**src/rtl/hws_pkg.sv**
```systemverilog
package hws_pkg;
  localparam int SYS_LANES = 4;
  localparam int NB_LANES  = 2;
  localparam int LANE_W    = 8;
  localparam int SYS_DW    = SYS_LANES * LANE_W;
  localparam int NB_DW     = NB_LANES * LANE_W;

  localparam logic [1:0] SWAP_PASS  = 2'b00;
  localparam logic [1:0] SWAP_HALF  = 2'b01;
  localparam logic [1:0] SWAP_WORD  = 2'b10;
  localparam logic [1:0] SWAP_PASS2 = 2'b11;

  typedef enum logic [1:0] {
    ST_IDLE = 2'b00,
    ST_BUS  = 2'b01,
    ST_RESP = 2'b10
  } seq_state_e;
endpackage

```
**src/rtl/hws_lane_swap.sv**
```systemverilog
module hws_lane_swap #(
  parameter int LANES = 4,
  parameter int LW    = 8
) (
  input  logic [1:0]          mode,
  input  logic                wide,
  input  logic [LANES*LW-1:0] din,
  output logic [LANES*LW-1:0] dout
);
  localparam int NARROW = LANES / 2;

  logic sel_half;
  logic sel_word;

  always_comb begin
    sel_word = (mode == hws_pkg::SWAP_WORD) && wide;
    sel_half = (mode == hws_pkg::SWAP_HALF) ||
               ((mode == hws_pkg::SWAP_WORD) && !wide);
  end

  for (genvar i = 0; i < LANES; i++) begin : g_lane
    localparam int HALF_SRC = i ^ 1;
    localparam int WORD_SRC = LANES - 1 - i;
    if (i < NARROW) begin : g_low
      assign dout[i*LW +: LW] = sel_word ? din[WORD_SRC*LW +: LW] :
                                sel_half ? din[HALF_SRC*LW +: LW] :
                                           din[i*LW +: LW];
    end else begin : g_high
      logic half_here;
      assign half_here = sel_half && wide;
      assign dout[i*LW +: LW] = sel_word  ? din[WORD_SRC*LW +: LW] :
                                half_here ? din[HALF_SRC*LW +: LW] :
                                            din[i*LW +: LW];
    end
  end
endmodule

```
**src/rtl/hws_cycle_timer.sv**
```systemverilog
module hws_cycle_timer #(
  parameter int LEN_W = 4,
  parameter int FLOOR = 4
) (
  input  logic             clk,
  input  logic             rst_n,
  input  logic             active,
  input  logic             ack,
  input  logic [LEN_W-1:0] min_len,
  output logic             done
);
  localparam logic [LEN_W-1:0] FLOOR_V = LEN_W'(FLOOR);
  localparam logic [LEN_W-1:0] CNT_MAX = {LEN_W{1'b1}};

  logic [LEN_W-1:0] cnt_q, cnt_d;
  logic             acked_q, acked_d;
  logic [LEN_W-1:0] eff_min;
  logic             min_met;

  always_comb begin
    eff_min = (min_len < FLOOR_V) ? FLOOR_V : min_len;
    min_met = cnt_q >= (eff_min - LEN_W'(1));
    done    = active && (ack || acked_q) && min_met;
  end

  always_comb begin
    cnt_d   = cnt_q;
    acked_d = acked_q;
    if (!active || done) begin
      cnt_d   = '0;
      acked_d = 1'b0;
    end else begin
      if (cnt_q != CNT_MAX) cnt_d = cnt_q + LEN_W'(1);
      if (ack) acked_d = 1'b1;
    end
  end

  always_ff @(posedge clk or negedge rst_n) begin
    if (!rst_n) begin
      cnt_q   <= '0;
      acked_q <= 1'b0;
    end else begin
      cnt_q   <= cnt_d;
      acked_q <= acked_d;
    end
  end
endmodule

```
**src/rtl/hws_sequencer.sv**
```systemverilog
module hws_sequencer (
  input  logic clk,
  input  logic rst_n,
  input  logic req_valid,
  input  logic wide,
  input  logic cyc_done,
  output logic req_ready,
  output logic accept,
  output logic bus_active,
  output logic phase_hi,
  output logic rsp_valid
);
  import hws_pkg::*;

  seq_state_e state_q, state_d;
  logic       phase_q, phase_d;

  always_comb begin
    state_d = state_q;
    phase_d = phase_q;
    accept  = 1'b0;
    unique case (state_q)
      ST_IDLE: begin
        if (req_valid) begin
          accept  = 1'b1;
          state_d = ST_BUS;
          phase_d = 1'b0;
        end
      end
      ST_BUS: begin
        if (cyc_done) begin
          if (wide && !phase_q) phase_d = 1'b1;
          else                  state_d = ST_RESP;
        end
      end
      ST_RESP: state_d = ST_IDLE;
      default: state_d = ST_IDLE;
    endcase
  end

  always_ff @(posedge clk or negedge rst_n) begin
    if (!rst_n) begin
      state_q <= ST_IDLE;
      phase_q <= 1'b0;
    end else begin
      state_q <= state_d;
      phase_q <= phase_d;
    end
  end

  assign req_ready  = (state_q == ST_IDLE);
  assign bus_active = (state_q == ST_BUS);
  assign rsp_valid  = (state_q == ST_RESP);
  assign phase_hi   = phase_q;
endmodule

```
**src/rtl/bus_width_splitter.sv**
```systemverilog
module bus_width_splitter #(
  parameter int ADDR_W    = 32,
  parameter int LEN_W     = 4,
  parameter int MIN_FLOOR = 4
) (
  input  logic                      clk,
  input  logic                      rst_n,
  input  logic [LEN_W-1:0]          cyc_len_min,
  input  logic                      req_valid,
  output logic                      req_ready,
  input  logic [ADDR_W-1:0]         req_addr,
  input  logic [hws_pkg::SYS_DW-1:0] req_wdata,
  input  logic [hws_pkg::SYS_LANES-1:0] req_be,
  input  logic                      req_write,
  input  logic [1:0]                req_swap,
  input  logic                      req_size,
  output logic                      rsp_valid,
  output logic [hws_pkg::SYS_DW-1:0] rsp_rdata,
  output logic                      nb_stb,
  output logic                      nb_we,
  output logic [ADDR_W-1:0]         nb_addr,
  output logic [hws_pkg::NB_DW-1:0] nb_wdata,
  output logic [hws_pkg::NB_LANES-1:0] nb_be,
  input  logic                      nb_ack,
  input  logic [hws_pkg::NB_DW-1:0] nb_rdata
);
  import hws_pkg::*;

  localparam logic [ADDR_W-1:0] HALF_STEP = ADDR_W'(NB_LANES);

  // reset: asynchronous assertion, synchronous release
  logic [1:0] rst_sync_q;
  logic       rst_i_n;
  always_ff @(posedge clk or negedge rst_n) begin
    if (!rst_n) rst_sync_q <= 2'b00;
    else        rst_sync_q <= {rst_sync_q[0], 1'b1};
  end
  assign rst_i_n = rst_sync_q[1];

  logic accept, bus_active, phase_hi, cyc_done;
  logic [SYS_DW-1:0]    wdata_sw;
  logic [SYS_LANES-1:0] be_sw;

  logic [ADDR_W-1:0]    addr_q;
  logic                 we_q, wide_q;
  logic [1:0]           swap_q;
  logic [SYS_DW-1:0]    wdata_q;
  logic [SYS_LANES-1:0] be_q;
  logic [NB_DW-1:0]     lo_q, hi_q;
  logic [SYS_DW-1:0]    rd_raw;

  hws_lane_swap #(.LANES(SYS_LANES), .LW(LANE_W)) u_wswap (
    .mode (req_swap),
    .wide (req_size),
    .din  (req_wdata),
    .dout (wdata_sw)
  );

  hws_lane_swap #(.LANES(SYS_LANES), .LW(1)) u_beswap (
    .mode (req_swap),
    .wide (req_size),
    .din  (req_be),
    .dout (be_sw)
  );

  hws_sequencer u_seq (
    .clk        (clk),
    .rst_n      (rst_i_n),
    .req_valid  (req_valid),
    .wide       (wide_q),
    .cyc_done   (cyc_done),
    .req_ready  (req_ready),
    .accept     (accept),
    .bus_active (bus_active),
    .phase_hi   (phase_hi),
    .rsp_valid  (rsp_valid)
  );

  hws_cycle_timer #(.LEN_W(LEN_W), .FLOOR(MIN_FLOOR)) u_timer (
    .clk     (clk),
    .rst_n   (rst_i_n),
    .active  (bus_active),
    .ack     (nb_ack),
    .min_len (cyc_len_min),
    .done    (cyc_done)
  );

  // request capture, clock-enabled by acceptance
  always_ff @(posedge clk) begin
    if (accept) begin
      addr_q  <= req_addr;
      we_q    <= req_write;
      wide_q  <= req_size;
      swap_q  <= req_swap;
      wdata_q <= wdata_sw;
      be_q    <= be_sw;
    end
  end

  // read half-word capture, clock-enabled by a sampled acknowledge
  always_ff @(posedge clk) begin
    if (bus_active && nb_ack && !phase_hi) lo_q <= nb_rdata;
    if (bus_active && nb_ack &&  phase_hi) hi_q <= nb_rdata;
  end

  assign rd_raw = {(wide_q ? hi_q : {NB_DW{1'b0}}), lo_q};

  hws_lane_swap #(.LANES(SYS_LANES), .LW(LANE_W)) u_rswap (
    .mode (swap_q),
    .wide (wide_q),
    .din  (rd_raw),
    .dout (rsp_rdata)
  );

  assign nb_stb   = bus_active;
  assign nb_we    = we_q;
  assign nb_addr  = phase_hi ? (addr_q + HALF_STEP) : addr_q;
  assign nb_wdata = phase_hi ? wdata_q[SYS_DW-1:NB_DW] : wdata_q[NB_DW-1:0];
  assign nb_be    = phase_hi ? be_q[SYS_LANES-1:NB_LANES] : be_q[NB_LANES-1:0];
endmodule

```
**config.mk**
```make
export PLATFORM = sky130hd
export DESIGN_NAME = bus_width_splitter
export DESIGN_NICKNAME = d
export VERILOG_FILES = /design/src/rtl/hws_pkg.sv /design/src/rtl/hws_lane_swap.sv /design/src/rtl/hws_cycle_timer.sv /design/src/rtl/hws_sequencer.sv /design/src/rtl/bus_width_splitter.sv
export SDC_FILE = /design/constraint.sdc
export NUM_CORES = 1
export LEC_CHECK = 0
export ABC_AREA = 0
export BUFFER_PORTS_ARGS = -buffer_cell sky130_fd_sc_hd__buf_2
export CAP_MARGIN = 20
export CELL_PAD_IN_SITES_DETAIL_PLACEMENT = 2
export CELL_PAD_IN_SITES_GLOBAL_PLACEMENT = 2
export CORE_UTILIZATION = 32
export CTS_BUF_LIST = sky130_fd_sc_hd__clkbuf_4 sky130_fd_sc_hd__clkbuf_8
export DETAILED_ROUTE_END_ITERATION = 16
export PLACE_DENSITY = 0.88
export SYNTH_ARGS = -nofsm -noshare
export SYNTH_HDL_FRONTEND = slang
export SYNTH_HIERARCHICAL = 1
export SYNTH_SLANG_ARGS = --single-unit
```
**constraint.sdc**
```tcl
create_clock -name clk -period 1.23 [get_ports clk]
set_input_delay 0 -clock clk [delete_from_list [all_inputs] [get_ports clk]]
set_output_delay 0 -clock clk [all_outputs]
set_load 0.01 [all_outputs]
```
==> impl_metrics.prom, run 1 <==
# TYPE chip_impl_metric gauge
chip_impl_info{name="run_status",value="complete, but fails checks"} 1
chip_impl_info{name="violations_in_the_final_reports",value="setup timing"} 1
chip_impl_metric{name="sequentialPowerShare",unit="%"} 30.5
chip_impl_metric{name="maxCapViolations",unit=""} 0
chip_impl_metric{name="area.growth.synth_to_final",unit="%"} 70.6
chip_impl_metric{name="detail_route.iter0.violations",unit=""} 406
chip_impl_metric{name="grt_first_pass_wirelength",unit="mm"} 50.8
chip_impl_info{name="synthMostInstantiatedCell",value="edfxtp_1"} 1
chip_impl_metric{name="via_per_inst",unit=""} 5.62
chip_impl_metric{name="firstDrtPassIters",unit=""} 5
chip_impl_metric{name="hold_path_depth",unit=""} 3
chip_impl_metric{name="floorplan.die_area",unit="um^2"} 22700
chip_impl_metric{name="ir_drop",unit="mV"} 0.841
chip_impl_metric{name="globalplace.congestion",unit=""} 0.817
chip_impl_metric{name="stdcell_count",unit=""} 1307
chip_impl_metric{name="power.combinational.fraction",unit="%"} 45.4
chip_impl_info{name="critical_path_class",value="reg2out"} 1
chip_impl_metric{name="chipHeight",unit="um"} 151
chip_impl_metric{name="timing.critical_path.arrival",unit="ps"} 2210
chip_impl_info{name="min_path_type",value="in2reg"} 1
chip_impl_info{name="rsz0062_at_grt",value="true"} 1
chip_impl_info{name="synth.cells.most_frequent",value="edfxtp_1 (104), a22o_1 (64), nand2_1 (50)"} 1
chip_impl_metric{name="postLayoutSetupSlackWorst",unit="ps"} -979
chip_impl_metric{name="postRouteWirelength",unit="mm"} 40.0
chip_impl_metric{name="clock_share_of_power",unit="%"} 24.1
chip_impl_metric{name="core_area",unit="um^2"} 21400
chip_impl_metric{name="syn-num-nets",unit=""} 718
chip_impl_info{name="worst_setup_path_startpoint",value="addr_q[7]"} 1
chip_impl_metric{name="synth-seq-cells",unit=""} 114
chip_impl_metric{name="grt_start_max_net_pins",unit=""} 43
chip_impl_metric{name="stdcell_area",unit="um^2"} 12000
chip_impl_metric{name="overflow",unit=""} 0
chip_impl_metric{name="dp_hpwl",unit="mm"} 18.7
chip_impl_metric{name="power_switching_share",unit="%"} 36.6
chip_impl_metric{name="worst-r2r-setup-slack",unit="ps"} -430
chip_impl_metric{name="pwr_density_cell",unit="nW/um^2"} 1480
chip_impl_metric{name="ys_seq_area_share",unit="%"} 47.8
chip_impl_metric{name="clock_sinks",unit=""} 114
chip_impl_metric{name="antenna_found_initial",unit=""} 2
chip_impl_metric{name="avgRoutedWirePerCell",unit="um"} 30.6
chip_impl_metric{name="period_share",unit="%"} 180
chip_impl_metric{name="netSwitchingPower",unit="W"} 0.00653
chip_impl_info{name="synth_ff_type",value="edfxtp_1"} 1
chip_impl_info{name="ys_top_cells_by_area",value="edfxtp_1 (44%), a22o_1 (7.9%), mux2i_1 (5.1%), a211o_1 (4.0%), dfrtp_1 (3.5%)"} 1
chip_impl_metric{name="synth_edf_count",unit=""} 104
chip_impl_info{name="critPathCapture",value="nb_addr[25]"} 1
chip_impl_metric{name="placementRows",unit=""} 53
chip_impl_metric{name="clock_tree.htree_level_count",unit=""} 4
chip_impl_metric{name="post-route-min-period",unit="ps"} 2210
chip_impl_metric{name="depth_of_the_worst_register_to_register_path",unit=""} 6
chip_impl_info{name="cts_root_buf",value="clkbuf_8"} 1
chip_impl_metric{name="initial_core_util",unit="%"} 33.1
chip_impl_metric{name="final_antenna_net_count",unit=""} 0
chip_impl_info{name="crit_path_cell_trace",value="nand4_4 > nor4_4 > buf_6 > buf_12 > nand3_4 > xnor2_2 > buf_2"} 1
chip_impl_metric{name="final-setup-viol-count",unit=""} 196
chip_impl_metric{name="final_max_slew_viol_count",unit=""} 0
chip_impl_metric{name="critPathMaxFanout",unit=""} 7
chip_impl_metric{name="synth-warning-count",unit=""} 6
chip_impl_metric{name="ys_async_sr_fraction",unit="%"} 8.77
chip_impl_info{name="synth_top_cell_by_area",value="edfxtp_1"} 1
chip_impl_metric{name="post_synth.cell_area_avg",unit="um^2"} 11.5
chip_impl_metric{name="top_level_ports",unit=""} 182
chip_impl_metric{name="fin_setup_tns",unit="ps"} -88910
chip_impl_info{name="crit_path_start_kind",value="flop"} 1
chip_impl_metric{name="grt_use_total",unit="%"} 30.7
chip_impl_metric{name="drive_gt1_share",unit="%"} 50.2
chip_impl_metric{name="intPower",unit="W"} 0.0113
chip_impl_metric{name="achievable-frequency",unit="GHz"} 0.453
chip_impl_metric{name="detailroute.via_count",unit=""} 7345
chip_impl_metric{name="synth_area",unit="um^2"} 7060
chip_impl_metric{name="remaining_drcs",unit=""} 0
chip_impl_metric{name="placedCellCount",unit=""} 1123
chip_impl_metric{name="first_global_vias",unit=""} 8116
chip_impl_info{name="worst_setup_path_end_kind",value="primary output"} 1
chip_impl_metric{name="timing.slew.headroom",unit="%"} 62.1
chip_impl_metric{name="timing.critical_path.required",unit="ps"} 1230
chip_impl_metric{name="total_power",unit="W"} 0.0178
chip_impl_metric{name="io_buffer_count",unit=""} 181
chip_impl_metric{name="clock_transition_at_path_regs",unit="ps"} 90
chip_impl_metric{name="final_net_count",unit=""} 1120
chip_impl_info{name="reg2reg_from",value="u_timer/cnt_q[1]"} 1
chip_impl_info{name="reg2reg_to",value="u_seq/phase_hi"} 1
chip_impl_metric{name="post_dp_cell_area",unit="um^2"} 9110
chip_impl_metric{name="synth.distinct_cells",unit=""} 56
chip_impl_metric{name="worstSkewPairLatency",unit="ps"} 480
chip_impl_metric{name="final-hold-violation-count",unit=""} 0
chip_impl_info{name="tritoncts",value="yes"} 1
chip_impl_metric{name="numCtsBuffers",unit=""} 17
chip_impl_metric{name="post_synth_inst_count",unit=""} 615
chip_impl_info{name="critical-path-slowest-cell",value="edfxtp_1"} 1
chip_impl_metric{name="cell_leakage_power",unit="nW"} 5.25
chip_impl_metric{name="timing_worst_slew_pin_value",unit="ps"} 567
chip_impl_metric{name="max_stage_delay",unit="ps"} 440
chip_impl_metric{name="max-clock-path-buffers",unit=""} 2
chip_impl_metric{name="worst_case_clock_skew",unit="ps"} 21.1
chip_impl_metric{name="share_of_the_synthesized_area_in_the_top_cell_type",unit="%"} 44.2
chip_impl_metric{name="die_width",unit="um"} 151
==> metrics by stage <==
step,setup slack (ps),hold WS (ps),utilization (%)
global placement,-467,-212,42.7
detailed placement,-599,-213,42.7
finish,-979,24.2,56.4
global route,-1060,27.1,56.4
CTS,-845,2.23,53.3
floorplan,-1570,-296,-
==> timing repair <==
action	CTS	global route
cloned	8	7
pin swaps	66	30
setup buffers	31	30
resized for setup	114	81
setup endpoints to repair	195	209
hold buffers	82	0
endpoints found under the hold margin	96	0
==> logic make-up (layout without fill, tap and decap cells) <==
group | after synthesis | count (layout) | share of synthesized area [%]
AND/OR/NAND/NOR | 236 | 236 | 19.6
AO/OA/AOI/OAI | 122 | 122 | 14.9
flip-flops | 114 | 114 | 47.8
multiplexers | 55 | 55 | 8.14
buffers and inverters | 48 | 463 | 4.29
XOR/XNOR | 32 | 32 | 3.97
adder cells (fa/ha/maj) | 7 | 7 | 1.24
other | 1 | 3 | 0.0531
==> metal layers <==
layer / track usage, % / wire length (um) / vias up
li1: - / - / 3137
met4: 14.2 / 1950 / 0
met3: 4.12 / 1690 / 104
met5: 0 / 0 / -
met1: 31.4 / 14200 / 3785
met2: 60.7 / 22200 / 319
==> cells in the final DEF (no fill, tap or decap), types with 4 or more instances in the layout <==
cell	count
a211o_1	32
a211oi_2	4
a22o_1	64
and2_4	16
and3_4	5
buf_12	26
buf_2	145
buf_4	99
buf_6	57
buf_8	8
bufinv_16	4
clkbuf_16	7
clkbuf_8	17
clkinv_4	4
dfrtp_1	8
dlygate4sd3_1	81
edfxtp_1	104
inv_1	4
mux2_2	8
mux2_4	11
mux2i_1	33
nand2_1	28
nand2_2	17
nand2_4	5
nand2b_1	35
nand3_2	6
nand3b_1	32
nand4_1	10
nor2_1	37
nor2_4	4
nor2b_1	6
xnor2_1	5
xnor2_2	19
xor2_1	4
==> worst min path at each step <==
stage,startpoint,end,slack (ps)
after global placement,rst_n,rst_sync_q[0],-210
after floorplan,rst_n,rst_sync_q[0],-300
after global routing,req_wdata[4],wdata_q[12],30
after CTS,req_wdata[6],wdata_q[30],2
after detailed placement,rst_n,rst_sync_q[0],-210
final,req_wdata[6],wdata_q[30],20
==> sequential cells by signal, summed over array words and instances (netlist names), 2 cells and up <==
| signal | count |
|---|---|
| addr_q | 32 |
| wdata_q | 32 |
| hi_q | 16 |
| lo_q | 16 |
| be_q | 4 |
| u_timer/cnt_q | 4 |
| rst_sync_q | 2 |
| swap_q | 2 |
| u_seq/state_q | 2 |
==> area by class of cell <==
class / instances / area, um^2
diodes: 2 / 5.00
clock buffers: 17 / 234
clock inverters: 15 / 208
fillers: 1994 / 9310
inverters: 4 / 15.0
multi-input cells: 453 / 4030
flip-flops and latches: 114 / 3380
well taps: 275 / 344
repair buffers: 427 / 3830
==> power by group through the flow <==
stage                     Combinational, W  Sequential (W)  Clock [W]
after detailed placement           0.00513         0.00540          0
after CTS                          0.00664         0.00531    0.00408
after floorplan                    0.00287         0.00536          0
final                              0.00810         0.00543    0.00430
after global placement             0.00483         0.00533          0
after global routing               0.00841         0.00546    0.00444
==> critical path: cells and delay by family, from the launching register on <==
family,cells,cell delay (ps)
xor+xnor,1,210
buf+inv,3,490
simple gates,3,600
flops,1,440
Power figures use the tool's default switching activity.
==> run 2: changes to the inputs <==
--- a/config.mk
+++ b/config.mk
@@ -10,11 +10,10 @@
 export CAP_MARGIN = 20
 export CELL_PAD_IN_SITES_DETAIL_PLACEMENT = 2
 export CELL_PAD_IN_SITES_GLOBAL_PLACEMENT = 2
-export CORE_UTILIZATION = 32
+export CORE_UTILIZATION = 30
 export CTS_BUF_LIST = sky130_fd_sc_hd__clkbuf_4 sky130_fd_sc_hd__clkbuf_8
 export DETAILED_ROUTE_END_ITERATION = 16
-export PLACE_DENSITY = 0.88
+export PLACE_DENSITY = 0.87
 export SYNTH_ARGS = -nofsm -noshare
 export SYNTH_HDL_FRONTEND = slang
-export SYNTH_HIERARCHICAL = 1
 export SYNTH_SLANG_ARGS = --single-unit
==> run 2 against run 1 <==
Compared with the run above: the flow now stops in global routing; area after synthesis down 15%; synthesized cell count is 15% lower.
==> impl_metrics.prom, run 2 <==
# TYPE chip_impl_metric gauge
chip_impl_metric{name="chipHeight",unit="um"} 143
chip_impl_metric{name="numCtsBuffers",unit=""} 17
chip_impl_metric{name="initial_core_util",unit="%"} 30.6
chip_impl_info{name="run_status",value="did not finish"} 1
chip_impl_metric{name="ys_async_sr_fraction",unit="%"} 8.77
chip_impl_metric{name="synth_edf_count",unit=""} 104
chip_impl_metric{name="synth_area",unit="um^2"} 5980
chip_impl_info{name="ys_top_cells_by_area",value="edfxtp_1 (52%), mux2i_1 (6.4%), dfrtp_1 (4.2%), mux2_2 (4.0%), o21ai_0 (3.6%)"} 1
chip_impl_metric{name="die_width",unit="um"} 143
chip_impl_info{name="synth_ff_type",value="edfxtp_1"} 1
chip_impl_metric{name="io_buffer_count",unit=""} 181
chip_impl_info{name="synthMostInstantiatedCell",value="edfxtp_1"} 1
chip_impl_info{name="toolErrorMsg",value="[ERROR DPL-0033] detailed placement checks failed during check placement."} 1
chip_impl_metric{name="max-clock-path-buffers",unit=""} 2
chip_impl_metric{name="post_synth_inst_count",unit=""} 520
chip_impl_metric{name="synth.distinct_cells",unit=""} 47
chip_impl_metric{name="grt_start_max_net_pins",unit=""} 73
chip_impl_metric{name="top_level_ports",unit=""} 182
chip_impl_metric{name="pre_cts_ws",unit="ps"} -627
chip_impl_metric{name="post_synth.cell_area_avg",unit="um^2"} 11.5
chip_impl_info{name="globalroute.repair_timing.worst_endpoint",value="nb_addr[23]"} 1
chip_impl_metric{name="synth-seq-cells",unit=""} 114
chip_impl_metric{name="share_of_the_synthesized_area_in_the_top_cell_type",unit="%"} 52.2
chip_impl_metric{name="syn-num-nets",unit=""} 623
chip_impl_metric{name="antenna_found_initial",unit=""} 3
chip_impl_metric{name="clock_tree.htree_level_count",unit=""} 4
chip_impl_info{name="synth_top_cell_by_area",value="edfxtp_1"} 1
chip_impl_info{name="worst_endpoint_kind",value="output port"} 1
chip_impl_info{name="cts_root_buf",value="clkbuf_8"} 1
chip_impl_info{name="synth.cells.most_frequent",value="edfxtp_1 (104), nand2_1 (55), nor2_1 (45)"} 1
chip_impl_info{name="last-stage-reached",value="global routing"} 1
chip_impl_metric{name="globalplace.congestion",unit=""} 0.808
chip_impl_metric{name="placementRows",unit=""} 51
chip_impl_metric{name="dp_hpwl",unit="mm"} 15.9
chip_impl_metric{name="synth-warning-count",unit=""} 0
chip_impl_metric{name="ys_seq_area_share",unit="%"} 56.4
chip_impl_metric{name="clock_sinks",unit=""} 114
-- run 2: cell count changes after synthesis, sizes merged, moves of 13 or more --
cell,before,now
a211o,32,0
a211oi,6,23
a21oi,3,16
a22o,64,0
and2,16,1
buf,35,8
nand2b,35,5
nand3b,33,0
o21ai,9,44
-- run 2: per-stage QoR --
stage / cell area, um^2 / setup TNS (ps) / cells
floorplan: 6270 / -61890 / 520
global placement: 7960 / -21320 / 1005
CTS: 11200 / -83120 / 1202
detailed placement: 7960 / -32990 / 1005
-- run 2: what timing repair did --
item | 4_1_cts
setup endpoints to repair | 195
pin swaps | 68
gates resized for setup | 202
cloned | 26
endpoints found under the hold margin | 108
setup buffers | 51
hold buffers | 91
-- run 2: kinds of logic after synthesis --
kind of cell               share of synthesized area, %
AOI/OAI and AO/OA                                  11.2
xor gates and xnor gates                           4.69
adders and majority gates                          1.46
buffers and inverters                              2.43
DFF                                                56.4
muxes                                              10.3
other                                            0.0627
and+or+nand+nor                                    13.5
==> run 3: changes to the inputs <==
--- a/config.mk
+++ b/config.mk
@@ -8,12 +8,9 @@
 export ABC_AREA = 0
 export BUFFER_PORTS_ARGS = -buffer_cell sky130_fd_sc_hd__buf_2
 export CAP_MARGIN = 20
-export CELL_PAD_IN_SITES_DETAIL_PLACEMENT = 2
-export CELL_PAD_IN_SITES_GLOBAL_PLACEMENT = 2
-export CORE_UTILIZATION = 30
-export CTS_BUF_LIST = sky130_fd_sc_hd__clkbuf_4 sky130_fd_sc_hd__clkbuf_8
+export CORE_UTILIZATION = 40
 export DETAILED_ROUTE_END_ITERATION = 16
-export PLACE_DENSITY = 0.87
+export PLACE_DENSITY_LB_ADDON = 0.15
 export SYNTH_ARGS = -nofsm -noshare
 export SYNTH_HDL_FRONTEND = slang
 export SYNTH_SLANG_ARGS = --single-unit
==> constraint.sdc (replaced) <==
create_clock -name clk -period 1.6 [get_ports clk]
set_input_delay 0 -clock clk [delete_from_list [all_inputs] [get_ports clk]]
set_output_delay 0 -clock clk [all_outputs]
set_load 0.01 [all_outputs]
==> run 3 against run 2 <==
Compared with the run above: the flow now finishes, with violations (setup timing); area after synthesis unchanged; synthesized cell count unchanged.
==> impl_metrics.prom, run 3 <==
# TYPE chip_impl_metric gauge
chip_impl_metric{name="max-clock-path-buffers",unit=""} 2
chip_impl_metric{name="syn-num-nets",unit=""} 623
chip_impl_metric{name="clock_transition_at_path_regs",unit="ps"} 50
chip_impl_info{name="crit_path_cell_trace",value="nand4_4 > nor4_4 > and2_4 > nand4_1 > xnor2_1 > buf_2"} 1
chip_impl_metric{name="cell_leakage_power",unit="nW"} 4.42
chip_impl_info{name="synth.cells.most_frequent",value="edfxtp_1 (104), nand2_1 (55), nor2_1 (45)"} 1
chip_impl_metric{name="timing.critical_path.arrival",unit="ps"} 2000
chip_impl_metric{name="worst_case_clock_skew",unit="ps"} 5.35
chip_impl_metric{name="first_global_vias",unit=""} 5802
chip_impl_metric{name="critPathMaxFanout",unit=""} 4
chip_impl_metric{name="max_stage_delay",unit="ps"} 440
chip_impl_metric{name="final-hold-violation-count",unit=""} 0
chip_impl_metric{name="multiInputGateArea",unit="um^2"} 3250
chip_impl_metric{name="n_antenna_cell",unit=""} 0
chip_impl_info{name="min_path_type",value="reg2async"} 1
chip_impl_metric{name="power.combinational.fraction",unit="%"} 36.5
chip_impl_metric{name="floorplan.die_area",unit="um^2"} 15400
chip_impl_metric{name="synth.area.mux_share",unit="%"} 10.3
chip_impl_metric{name="clock_share_of_power",unit="%"} 31.1
chip_impl_info{name="ys_top_cells_by_area",value="edfxtp_1 (52%), mux2i_1 (6.4%), dfrtp_1 (4.2%), mux2_2 (4.0%), o21ai_0 (3.6%)"} 1
chip_impl_metric{name="period_share",unit="%"} 125
chip_impl_metric{name="clock_tree.htree_level_count",unit=""} 4
chip_impl_metric{name="postLayoutSetupSlackWorst",unit="ps"} -397
chip_impl_metric{name="ys_seq_area_share",unit="%"} 56.4
chip_impl_metric{name="synth.distinct_cells",unit=""} 47
chip_impl_metric{name="ir_drop",unit="mV"} 0.835
chip_impl_metric{name="antenna_found_initial",unit=""} 0
chip_impl_metric{name="io_buffer_count",unit=""} 181
chip_impl_info{name="synth_top_family_by_area",value="simple AND/OR/NAND/NOR gates"} 1
chip_impl_metric{name="synth_xor_area_share",unit="%"} 4.69
chip_impl_metric{name="via_per_inst",unit=""} 5.28
chip_impl_metric{name="synth-seq-cells",unit=""} 114
chip_impl_metric{name="fin_hold_ws",unit="ps"} 133
chip_impl_info{name="synth_top_cell_by_area",value="edfxtp_1"} 1
chip_impl_metric{name="placementRows",unit=""} 44
chip_impl_metric{name="detail_route.iter0.violations",unit=""} 306
chip_impl_metric{name="post_synth.cell_area_avg",unit="um^2"} 11.5
chip_impl_info{name="critical-path-slowest-cell",value="dfrtp_2"} 1
chip_impl_metric{name="power_switching_share",unit="%"} 29.9
chip_impl_metric{name="achievable-frequency",unit="GHz"} 0.501
chip_impl_metric{name="globalplace.congestion",unit=""} 0.798
chip_impl_info{name="crit_path_start_kind",value="flop"} 1
chip_impl_metric{name="top_level_ports",unit=""} 182
chip_impl_metric{name="drive_gt1_share",unit="%"} 49.5
chip_impl_metric{name="final-setup-viol-count",unit=""} 96
chip_impl_metric{name="area.growth.synth_to_final",unit="%"} 78.6
chip_impl_metric{name="die_width",unit="um"} 124
chip_impl_metric{name="clock_sinks",unit=""} 114
chip_impl_info{name="cts_root_buf",value="clkbuf_16"} 1
chip_impl_metric{name="share_of_the_synthesized_area_in_the_top_cell_type",unit="%"} 52.2
chip_impl_metric{name="maxCapViolations",unit=""} 0
chip_impl_metric{name="avgRoutedWirePerCell",unit="um"} 17.4
chip_impl_metric{name="pwr_density_cell",unit="nW/um^2"} 1260
chip_impl_metric{name="detailroute.via_count",unit=""} 5686
chip_impl_metric{name="numCtsBuffers",unit=""} 17
chip_impl_info{name="tritoncts",value="yes"} 1
chip_impl_metric{name="postRouteWirelength",unit="mm"} 18.7
chip_impl_metric{name="post_synth_fa_ha_maj_area_fraction",unit="%"} 1.46
chip_impl_metric{name="final_max_slew_viol_count",unit=""} 0
chip_impl_metric{name="sequentialPowerShare",unit="%"} 32.4
chip_impl_metric{name="grt_first_pass_wirelength",unit="mm"} 28.6
chip_impl_metric{name="post-route-min-period",unit="ps"} 2000
chip_impl_metric{name="worstSkewPairLatency",unit="ps"} 410
chip_impl_metric{name="grt_start_max_net_pins",unit=""} 73
chip_impl_metric{name="placedCellCount",unit=""} 898
chip_impl_info{name="worst_setup_path_end_kind",value="primary output"} 1
chip_impl_metric{name="nFillCells",unit=""} 914
chip_impl_metric{name="stdcell_count",unit=""} 1077
chip_impl_metric{name="synth_simple_gate_area_share",unit="%"} 13.5
chip_impl_metric{name="chipHeight",unit="um"} 124
chip_impl_metric{name="synth_edf_count",unit=""} 104
chip_impl_metric{name="remaining_drcs",unit=""} 0
chip_impl_metric{name="synth-warning-count",unit=""} 0
chip_impl_metric{name="intPower",unit="W"} 0.00945
chip_impl_metric{name="synth_area",unit="um^2"} 5980
chip_impl_metric{name="initial_core_util",unit="%"} 41.0
chip_impl_metric{name="post-route-util",unit="%"} 73.2
chip_impl_info{name="critical_path_class",value="reg2out"} 1
chip_impl_metric{name="netSwitchingPower",unit="W"} 0.00404
chip_impl_metric{name="core_area",unit="um^2"} 14600
chip_impl_metric{name="grt_use_total",unit="%"} 23.7
chip_impl_info{name="mostFrequentLayoutCells",value="buf_2 (163), edfxtp_1 (104), dlygate4sd3_1 (92)"} 1
chip_impl_metric{name="timing.critical_path.required",unit="ps"} 1600
chip_impl_info{name="synth_ff_type",value="edfxtp_1"} 1
chip_impl_info{name="synthMostInstantiatedCell",value="edfxtp_1"} 1
chip_impl_metric{name="ys_async_sr_fraction",unit="%"} 8.77
chip_impl_metric{name="post_synth_inst_count",unit=""} 520
chip_impl_metric{name="final_net_count",unit=""} 983
chip_impl_info{name="reg.largest.list",value="addr_q: 32 flops, wdata_q: 32 flops"} 1
chip_impl_info{name="layout.cells.most_common",value="buf_2"} 1
chip_impl_metric{name="dp_hpwl",unit="mm"} 10.4
chip_impl_metric{name="firstDrtPassIters",unit=""} 5
chip_impl_metric{name="fin_setup_tns",unit="ps"} -21450
chip_impl_metric{name="regArea",unit="um^2"} 3370
chip_impl_info{name="violations_in_the_final_reports",value="setup timing"} 1
chip_impl_metric{name="overflow",unit=""} 0
chip_impl_info{name="rsz0062_at_grt",value="true"} 1
chip_impl_metric{name="final_antenna_net_count",unit=""} 0
chip_impl_info{name="run_status",value="complete, but fails checks"} 1
chip_impl_metric{name="synth_compound_area_share",unit="%"} 11.2
chip_impl_metric{name="pre_cts_ws",unit="ps"} -117
## run 3: cell counts after synthesis
No cell type changed its count.
## run 3: final timing paths
path / startpoint / end / slack (ps) / cells after the start
max: u_seq.phase_hi / nb_addr[27] / -400 / 6
min: rst_sync_q[1] / u_timer.acked_q / 130 / 0
min in group clk: req_write / nb_we / 290 / 2
max in group asynchronous: rst_n / rst_sync_q[0] / 1040 / 3
min reg2reg: rst_sync_q[1] / u_timer.acked_q / 130 / 0
max reg2reg: u_seq.phase_hi / lo_q[15] / -60 / 7
## run 3: cell type report
cell class | instances | area share (%)
Multi-Input combinational cell | 372 | 30.5
Inverter | 7 | 0.328
Clock inverter | 10 | 1.67
Timing Repair Buffer | 368 | 29.3
Clock buffer | 22 | 4.53
Sequential cell | 114 | 31.6
Tap cell | 184 | 2.15
## run 3: cells by family after synthesis
logic type,count (synthesis)
flops,114
xor+xnor,32
compound gates,110
mux,59
buf+inv,34
other cells,1
fa+ha+maj,7
simple gates,163
## run 3: what timing repair did
action,in CTS,in global routing
setup endpoints to repair,80,85
endpoints found under the hold margin,109,0
setup buffers,30,22
pin swaps,65,63
gates resized for setup,182,75
cloned,9,2
hold buffers,92,0
## run 3: power groups by stage
stage / clock [W] / combinational [W] / sequential (W)
CTS: 0.00426 / 0.00441 / 0.00431
finish: 0.00420 / 0.00492 / 0.00437
global placement: 0 / 0.00305 / 0.00429
detailed placement: 0 / 0.00312 / 0.00432
global route: 0.00441 / 0.00522 / 0.00443
floorplan: 0 / 0.00173 / 0.00428
## run 3: per-stage QoR
stage	total power (W)	instance area, um^2
6_report	0.0135	10700
3_5_place_dp	0.00743	7380
2_1_floorplan	0.00601	5990
3_3_place_gp	0.00734	7380
5_1_grt	0.0141	10700
4_1_cts	0.0130	10200
## run 3: critical path: cells and delay by family, from the launching register on
| kind | cells | cell delay, ps |
|---|---|---|
| and+or+nand+nor | 4 | 860 |
| xor gates and xnor gates | 1 | 140 |
| DFF | 1 | 440 |
| buffers and inverters | 1 | 140 |
## run 3: per-layer routing
layer / routed length (um) / vias to the layer above / global-route usage [%]
li1: - / 2655 / -
met1: 7250 / 2794 / 26.9
met2: 10100 / 215 / 42.9
met3: 1080 / 22 / 6.40
met4: 264 / 0 / 7.30
met5: 0 / - / 0
